[src/rtl/status_pkg.sv]
package status_pkg;

  typedef enum logic [1:0] {
    SR_OP_IDLE   = 2'b00,
    SR_OP_RETURN = 2'b01,
    SR_OP_MOVE   = 2'b10,
    SR_OP_RSVD   = 2'b11
  } sr_op_e;

  // Number of source paths: return (save register 1) and move (move source)
  localparam int unsigned SR_NPATH   = 2;
  localparam int unsigned SR_PATH_RET = 0;
  localparam int unsigned SR_PATH_MOV = 1;

  // Convert a most-significant-first bit number into a vector index
  function automatic int unsigned msb0_to_idx(input int unsigned width,
                                              input int unsigned pos);
    return width - 1 - pos;
  endfunction

endpackage

[src/rtl/status_ts_guard.sv]
module status_ts_guard #(
  parameter int unsigned  FW      = 3,
  parameter logic [FW-1:0] OLD_PAT = 3'b010,
  parameter logic [FW-1:0] SRC_PAT = 3'b000
) (
  input  logic [FW-1:0] old_f,
  input  logic [FW-1:0] src_f,
  output logic          keep_old
);

  // The forbidden transition keeps the old field; every other pair takes
  // the source. Both arms are written out on purpose.
  always_comb begin
    if ((old_f == OLD_PAT) && (src_f == SRC_PAT)) begin
      keep_old = 1'b1;
    end else begin
      keep_old = 1'b0;
    end
  end

endmodule

[src/rtl/status_merge.sv]
module status_merge #(
  parameter int unsigned XLEN = 64
) (
  input  logic [XLEN-1:0] old_word,
  input  logic [XLEN-1:0] src_word,
  input  logic [XLEN-1:0] keep_mask,
  output logic [XLEN-1:0] merged
);

  // Range copy from the source, then restore the masked bits from old
  always_comb begin
    merged = src_word;
    merged = (merged & ~keep_mask) | (old_word & keep_mask);
  end

endmodule

[src/rtl/status_restore_move.sv]
module status_restore_move
  import status_pkg::*;
#(
  parameter int unsigned XLEN     = 64,
  parameter int unsigned HV_POS   = 3,
  parameter int unsigned PAIR_POS = 51,
  parameter int unsigned TS_FIRST = 29,
  parameter int unsigned TS_LAST  = 31,
  parameter int unsigned PC_ALIGN = 2,
  parameter logic [2:0]  TS_OLD_PAT = 3'b010,
  parameter logic [2:0]  TS_SRC_PAT = 3'b000
) (
  input  logic [1:0]      op_sel,
  input  logic [XLEN-1:0] cur_status,
  input  logic [XLEN-1:0] save0,
  input  logic [XLEN-1:0] save1,
  input  logic [XLEN-1:0] move_src,
  output logic [XLEN-1:0] new_status,
  output logic            status_we,
  output logic [XLEN-1:0] fetch_pc,
  output logic            fetch_redirect
);

  localparam int unsigned HV_IDX   = msb0_to_idx(XLEN, HV_POS);
  localparam int unsigned PAIR_IDX = msb0_to_idx(XLEN, PAIR_POS);
  localparam int unsigned TS_W     = TS_LAST - TS_FIRST + 1;
  localparam int unsigned TS_LSB   = msb0_to_idx(XLEN, TS_LAST);
  localparam logic [XLEN-1:0] HV_MASK    = {{(XLEN-1){1'b0}}, 1'b1} << HV_IDX;
  localparam logic [XLEN-1:0] PAIR_MASK  = {{(XLEN-1){1'b0}}, 1'b1} << PAIR_IDX;
  localparam logic [XLEN-1:0] TS_MASK    = {{(XLEN-TS_W){1'b0}}, {TS_W{1'b1}}} << TS_LSB;
  localparam logic [XLEN-1:0] ALIGN_MASK = {{(XLEN-PC_ALIGN){1'b0}}, {PC_ALIGN{1'b1}}};

  sr_op_e          op;
  logic            is_ret;
  logic            is_mov;
  logic [XLEN-1:0] path_src   [SR_NPATH];
  logic [XLEN-1:0] path_keep  [SR_NPATH];
  logic [XLEN-1:0] path_out   [SR_NPATH];
  logic            ts_keep    [SR_NPATH];
  logic [XLEN-1:0] hv_keep;

  always_comb begin
    op     = sr_op_e'(op_sel);
    is_ret = (op == SR_OP_RETURN);
    is_mov = (op == SR_OP_MOVE);
  end

  assign path_src[SR_PATH_RET] = save1;
  assign path_src[SR_PATH_MOV] = move_src;

  // Return only: bits 3 and 51 stay when the current hypervisor bit is clear
  // (bit 3 then reads 0 either way, matching old AND saved).
  assign hv_keep = cur_status[HV_IDX] ? '0 : (HV_MASK | PAIR_MASK);

  for (genvar p = 0; p < SR_NPATH; p++) begin : g_path
    status_ts_guard #(
      .FW      (TS_W),
      .OLD_PAT (TS_OLD_PAT),
      .SRC_PAT (TS_SRC_PAT)
    ) u_guard (
      .old_f    (cur_status[TS_LSB +: TS_W]),
      .src_f    (path_src[p][TS_LSB +: TS_W]),
      .keep_old (ts_keep[p])
    );

    if (p == SR_PATH_RET) begin : g_ret
      assign path_keep[p] = hv_keep | (ts_keep[p] ? TS_MASK : '0);
    end else begin : g_mov
      assign path_keep[p] = ts_keep[p] ? TS_MASK : '0;
    end

    status_merge #(
      .XLEN (XLEN)
    ) u_merge (
      .old_word  (cur_status),
      .src_word  (path_src[p]),
      .keep_mask (path_keep[p]),
      .merged    (path_out[p])
    );
  end

  always_comb begin
    new_status     = '0;
    status_we      = 1'b0;
    fetch_pc       = '0;
    fetch_redirect = 1'b0;
    case (op)
      SR_OP_RETURN: begin
        new_status     = path_out[SR_PATH_RET];
        status_we      = 1'b1;
        fetch_pc       = save0 & ~ALIGN_MASK;
        fetch_redirect = 1'b1;
      end
      SR_OP_MOVE: begin
        new_status = path_out[SR_PATH_MOV];
        status_we  = 1'b1;
      end
      default: ;
    endcase
  end

  // Checks against the port-level rules
  always_comb begin
    if (!is_ret && !is_mov) begin
      assert_idle_quiet_R1: assert (new_status == '0 && !status_we && !fetch_redirect)
        else $error("idle op produced output");
    end
    if (is_ret) begin
      assert_hv_and_R2: assert (new_status[HV_IDX] == (cur_status[HV_IDX] & save1[HV_IDX]))
        else $error("return hv bit wrong");
    end
    if (is_ret && !cur_status[HV_IDX]) begin
      assert_pair_hold_R3: assert (new_status[PAIR_IDX] == cur_status[PAIR_IDX])
        else $error("return paired bit not held");
    end
    if (is_ret && cur_status[TS_LSB +: TS_W] == TS_OLD_PAT
        && save1[TS_LSB +: TS_W] == TS_SRC_PAT) begin
      assert_ts_keep_ret_R4: assert (new_status[TS_LSB +: TS_W] == TS_OLD_PAT)
        else $error("return ts field not kept");
    end
    if (is_mov && cur_status[TS_LSB +: TS_W] == TS_OLD_PAT
        && move_src[TS_LSB +: TS_W] == TS_SRC_PAT) begin
      assert_ts_keep_mov_R4: assert (new_status[TS_LSB +: TS_W] == TS_OLD_PAT)
        else $error("move ts field not kept");
    end
    if (fetch_redirect) begin
      assert_pc_align_R7: assert ((fetch_pc & ALIGN_MASK) == '0 && is_ret)
        else $error("redirect misaligned or on wrong op");
    end
    if (is_ret || is_mov) begin
      assert_we_set_R8: assert (status_we)
        else $error("write enable missing");
    end
  end

endmodule

[config.mk]
export PLATFORM = sky130hd
export DESIGN_NAME = status_restore_move
export DESIGN_NICKNAME = d
export VERILOG_FILES = /design/src/rtl/status_pkg.sv /design/src/rtl/status_ts_guard.sv /design/src/rtl/status_merge.sv /design/src/rtl/status_restore_move.sv
export SDC_FILE = /design/constraint.sdc
export NUM_CORES = 1
export LEC_CHECK = 0
export BUFFER_PORTS_ARGS = -buffer_cell sky130_fd_sc_hd__buf_2
export CAP_MARGIN = 20
export CORE_AREA = 2 2 152 154
export DETAILED_ROUTE_END_ITERATION = 7
export DIE_AREA = 0 0 154 156
export PLACE_DENSITY = 0.51
export SETUP_SLACK_MARGIN = 0.4
export SLEW_MARGIN = 0
export SYNTH_ARGS = -nofsm -noshare
export SYNTH_HDL_FRONTEND = slang
export SYNTH_HIERARCHICAL = 1
export SYNTH_SLANG_ARGS = --single-unit
[constraint.sdc]
create_clock -name vclk -period 2
set_input_delay 0.1 -clock vclk [all_inputs]
set_output_delay 0.1 -clock vclk [all_outputs]
set_load 0.005 [all_outputs]
==> metrics.cfg, run 1 <==
[status]
run_status = completed

[power]
p_int_mw = 0.709
powerDensity_nw_per_um2 = 196
power.switching_mw = 0.502
power_frac_comb = 1.000
switching_share = 0.415
clkPwrFrac = 0
seqPwrFrac = 0
ir_drop_v = 0.000183
leakagePower_nw = 3.65

[final_layout]
layout_commonest_cell = buf_2
multi_input_area_um2 = 3750
drive_gt1_frac = 0.660
final_nets = 1103
final_area_um2 = 6190
nFlopsAndLatches = 0
regArea_um2 = 0
nClkBuffers = 0
final_cells = 1128
area_delta_synth_final_pct = 78.5
final_cell_mix = buf_2 (379), mux2_4 (128), conb_1 (122)
fillers = 2517

[timing]
hold_violations = 0
fmax_mhz = 573
rsz0062_at_grt = true
setup_ws_ns = 0.255
fin_tns_setup_ns = 0
finalSetupViolCount = 0
period_minus_slack_ns = 1.75
finalCritPeriodShare = 0.873
slew_violations = 0

[synth]
synth_top_area_frac = 0.554
synth.area.top_cells = mux2_4 (55%), and2_1 (11%), a22oi_2 (11%), a22oi_1 (7.4%), nor2_1 (6.9%)
yosysSeqAreaShare = 0
syn_inst = 359
ys_warn_count = 6
avgSynthCellArea_um2 = 9.66
yosysTopAreaCell = mux2_4
netlist_area_um2 = 3470
synth.distinct_cells = 15

[hold_path]
min_delay_worst_endpoint = fetch_pc[63]
min_from = save0[63]
hp-class = in2out
min_path_cells = 3

[grt]
grt.busiest_layer = met2
use_met3 = 0.0456
grt_usage = 0.129
grt_max_degree = 67
met2_usage = 0.254
use_met1 = 0.138
antenna_found_initial = 4
first_global_vias = 4405
grt_pass1_wl_um = 24700
grt_overflow_total = 0

[clock_tree]
ctsHoldBuffers = 0
post-cts-setup-buffers = 0

[floorplanning]
core_area_um2 = 22400
rows = 55
die_h_um = 156
start_util = 0.155
dieArea_um2 = 24000
dieWidth_um = 154
ios = 388

[route]
wl_per_cell_um = 15.4
wl_um = 17400
drc_errors = 0
vias_per_cell = 3.92
drtPass1Iterations = 4
drt_iter0_markers = 186
ant_nets = 0
num_vias = 4424

[setup_path]
cp-end-kind = output pin
path_class = in2out
slowest_delay_ns = 0.53
cp_max_fo = 3
cp_cell_sequence = buf_6 -> or4b_4 -> nor3_4 -> mux2_4 -> a22oi_2 -> nor2_1 -> buf_2
cpMaxStageDelayCell = or4b_4
cp-start-kind = primary input
arrival_ns = 1.65
required_ns = 1.90

[placement]
preCtsSetupSlack_ns = 0.162
place.gp.congestion = 0.808
dp_cells = 1126
place_area_um2 = 6140
dpl.hpwl_um = 14900
io_buffer_count = 384

[run]
maxCapViolCount = 0

## power by group through the flow
| stage | registers, mW | logic, mW | clock network (mW) |
|---|---|---|---|
| after CTS | 0 | 1.22 | 0 |
| after global placement | 0 | 1.20 | 0 |
| final | 0 | 1.21 | 0.000000135 |
| after global routing | 0 | 1.32 | 0 |
| after detailed placement | 0 | 1.21 | 0 |
| after floorplan | 0 | 0.702 | 0 |
## timing repair
action | CTS | global route
gates resized for setup | 5 | 4
pin swaps | 7 | 5
setup endpoints to repair | 3 | 3
## per-stage QoR
stage               hold WS (ns)  power [mW]  utilization
floorplan                  0.316       0.702            -
global placement           0.476        1.20        0.274
detailed placement         0.478        1.21        0.274
CTS                        0.479        1.22        0.276
global route               0.495        1.32        0.277
finish                     0.479        1.21        0.277
## synthesized netlist by cell type, drive strengths merged
master and instances:
a22oi 64, and2 62, buf 19, clkbuf 11, conb 1, ha 2
inv 4, mux2 128, nor2 64, nor3 2, or4b 2
## how the worst max path moves through the flow
stage / startpoint / slack [ns] / end / depth (start not counted)
6_report: save1[32] / 0.25 / new_status[32] / 7
4_1_cts: move_src[32] / 0.21 / new_status[34] / 7
3_5_place_dp: cur_status[32] / 0.16 / new_status[34] / 7
3_3_place_gp: cur_status[32] / 0.16 / new_status[32] / 7
5_1_grt: save1[32] / 0.21 / new_status[33] / 7
2_1_floorplan: cur_status[32] / 0.46 / new_status[32] / 5
## kinds of logic after synthesis
logic type | count (synthesis) | synth area share
muxes | 128 | 0.554
and+or+nand+nor | 130 | 0.193
other | 1 | 0.00108
adders and majority gates | 2 | 0.00721
AOI/OAI and AO/OA | 64 | 0.182
buffers and inverters | 34 | 0.0631
## cell type report
| class | instances | area share |
|---|---|---|
| Antenna cell | 2 | 0.000809 |
| Inverter | 4 | 0.00243 |
| Multi-Input combinational cell | 446 | 0.606 |
| Tap cell | 285 | 0.0576 |
| Timing Repair Buffer | 391 | 0.334 |
## worst max-delay path: cells and delay by family
kind                   cells  cell delay (ns)
buffers and inverters      2             0.22
AOI/OAI and AO/OA          1             0.12
and+or+nand+nor            3             0.87
muxes                      1             0.33
## per-layer routing
metal	vias up	wire (µm)
met5	-	13
met2	231	9050
met1	2022	6310
li1	2155	-
met4	2	140
met3	14	1890
(Power assumes the default switching activity.)
==> run 2: changes to the inputs <==
--- a/config.mk
+++ b/config.mk
@@ -7,13 +7,12 @@
 export LEC_CHECK = 0
 export BUFFER_PORTS_ARGS = -buffer_cell sky130_fd_sc_hd__buf_2
 export CAP_MARGIN = 20
-export CORE_AREA = 2 2 152 154
+export CORE_AREA = 2 2 150 152
 export DETAILED_ROUTE_END_ITERATION = 7
-export DIE_AREA = 0 0 154 156
-export PLACE_DENSITY = 0.51
+export DIE_AREA = 0 0 152 154
+export PLACE_DENSITY = 0.34
 export SETUP_SLACK_MARGIN = 0.4
 export SLEW_MARGIN = 0
 export SYNTH_ARGS = -nofsm -noshare
 export SYNTH_HDL_FRONTEND = slang
-export SYNTH_HIERARCHICAL = 1
 export SYNTH_SLANG_ARGS = --single-unit
==> metrics.cfg, run 2 <==
[status]
run_status = completed

[power]
leakagePower_nw = 1.97  ; -46%
powerDensity_nw_per_um2 = 188  ; -4.0%
ir_drop_v = 0.0000639  ; -65%
power_mw = 0.657  ; -46%

[placement]
place.gp.congestion = 0.748  ; -7.4%
io_buffer_count = 325  ; -15%
place_area_um2 = 3500  ; -43%
dpl.hpwl_um = 8030  ; -46%
preCtsSetupSlack_ns = 0.570  ; +0.408 ns

[floorplanning]
core_area_um2 = 21700  ; -3.0%
start_util = 0.0740  ; -0.0811
ios = 388  ; unchanged
dieArea_um2 = 23400  ; -2.6%
die_h_um = 154  ; -1.3%
dieWidth_um = 152  ; -1.3%
rows = 54  ; -1.8%

[final_layout]
nFlopsAndLatches = 0  ; unchanged
drive_gt1_frac = 0.694  ; +0.0341
nClkBuffers = 0  ; unchanged
final_area_um2 = 3500  ; -44%
final_nets = 798  ; -28%
layout_commonest_cell = buf_2
antenna_cells = 0  ; -2
final_cell_mix = buf_2 (325), nor2_1 (65), and2_1 (62)
area_delta_synth_final_pct = 118
regArea_um2 = 0  ; unchanged

[timing]
period_minus_slack_ns = 1.43  ; -0.314 ns
setup_ws_ns = 0.569  ; +0.314 ns
finalCritPeriodShare = 0.715  ; -0.157
fin_tns_setup_ns = 0  ; unchanged
slew_violations = 0  ; unchanged
hold_violations = 0  ; unchanged
rsz0062_at_grt = false
finalSetupViolCount = 0  ; unchanged
fmax_mhz = 699  ; +22%

[synth]
synth-simple-area-share = 0.401  ; +0.208
synth.area.top_cells = a22oi_2 (29%), and2_1 (24%), nor2_1 (15%), a22oi_1 (12%), buf_12 (5.0%)
synth_top_area_frac = 0.289  ; -0.266
ys_warn_count = 0  ; -6
synth.distinct_cells = 19  ; +4
netlist_area_um2 = 1600  ; -54%
synth_commonest_cells = nor2_1 (65), and2_1 (62), a22oi_2 (37)
yosysMostFrequentCell = nor2_1
synth_top_family_by_area = compound AO/OA/AOI/OAI gates
yosysSeqAreaShare = 0  ; unchanged
synth_compound_area_frac = 0.423  ; +0.241
synthAdderAreaFrac = 0.0156  ; +0.00839
avgSynthCellArea_um2 = 6.88  ; -29%
syn_inst = 233  ; -35%
synth-xor-area-share = 0  ; unchanged
synthMuxAreaShare = 0.00702  ; -0.547
yosysTopAreaCell = a22oi_2

[grt]
grt_pass1_wl_um = 14000  ; -43%
grt_max_degree = 86  ; +28%
first_global_vias = 2792  ; -37%
grt_overflow_total = 0  ; unchanged
antenna_found_initial = 0  ; -4
grt_usage = 0.0711  ; -0.0581

[setup_path]
cp-start-kind = primary input
arrival_ns = 1.33  ; -0.32 ns
required_ns = 1.90  ; about the same
cp_max_fo = 85  ; +82
path_class = in2out
cp-end-kind = output pin

[route]
drc_errors = 0  ; unchanged
ant_nets = 0  ; unchanged
wl_um = 9490  ; -45%
num_vias = 2842  ; -36%
wl_per_cell_um = 11.6  ; -25%
drtPass1Iterations = 4  ; unchanged
drt_iter0_markers = 152  ; -18%
vias_per_cell = 3.48  ; -11%

[clock_tree]
post-cts-setup-buffers = 0  ; unchanged
cts_resized = 0  ; -5
ctsHoldBuffers = 0  ; unchanged

[hold_path]
min_from = save0[41]
min_delay_worst_endpoint = fetch_pc[41]
hp-class = in2out
min_path_cells = 3  ; unchanged

[run]
maxCapViolCount = 0  ; unchanged

==> run 2: cell types whose count changed in the layout (fill, tap and decap cells not counted), moves of 2 or more <==
| cell | previous run | this run |
|---|---|---|
| mux2_4 | 128 | 0 |
| or4b_4 | 2 | 0 |
| buf_2 | 379 | 325 |
| diode_2 | 2 | 0 |
| a22oi_1 | 34 | 25 |
| a22oi_2 | 30 | 37 |
| nor3_4 | 2 | 0 |
| conb_1 | 122 | 2 |
| buf_6 | 4 | 0 |
| a21oi_1 | 0 | 2 |
==> run 2: layout make-up <==
type / count / area, µm²
Fill cell: 2535 / 18200
Tap cell: 280 / 350
Timing Repair Buffer: 332 / 1740
Multi-Input combinational cell: 200 / 1390
Inverter: 4 / 15.0
==> run 2: power by group <==
group / leakage (nW) / internal [mW] / total (mW) / switching (mW)
sequential: 0 / 0 / 0 / 0
combinational: 1.97 / 0.353 / 0.657 / 0.304
clock: 0 / 0 / 0 / 0
total: 1.97 / 0.353 / 0.657 / 0.304
==> run 2: critical path: stages <==
cell,delay (ns)
buf_2,0.12
inv_1,0.09
ha_4,0.30
buf_12,0.28
a22oi_1,0.14
nor2_1,0.11
buf_2,0.13
==> run 2: worst max path at each step <==
stage	start	end	slack (ns)	cells past startpoint
CTS	op_sel[1]	new_status[12]	0.57	7
floorplan	op_sel[1]	new_status[18]	0.97	7
global placement	op_sel[1]	fetch_pc[62]	0.55	6
detailed placement	op_sel[1]	new_status[5]	0.57	7
global route	op_sel[1]	new_status[5]	0.43	7
finish	op_sel[1]	new_status[5]	0.57	7
==> run 2: kinds of logic after synthesis <==
logic type / count (synthesis)
buffers and inverters: 34
AO/OA/AOI/OAI: 66
multiplexers: 1
adder cells (fa/ha/maj): 2
AND/OR/NAND/NOR: 129
other: 1
==> run 2: per-stage QoR <==
| step | cells | hold slack, ns | util |
|---|---|---|---|
| after floorplan | 234 | 0.316 | - |
| after CTS | 816 | 0.474 | 0.161 |
| final | 816 | 0.474 | 0.161 |
| after detailed placement | 816 | 0.474 | 0.161 |
| after global placement | 816 | 0.473 | 0.161 |
| after global routing | 816 | 0.487 | 0.161 |
==> run 2: routing by layer <==
metal	track usage	routed length, µm	up-vias
li1	-	-	1405
met1	0.0741	3490	1248
met2	0.154	5260	185
met3	0.00986	711	4
met4	0.00267	38	0
met5	0	0	-
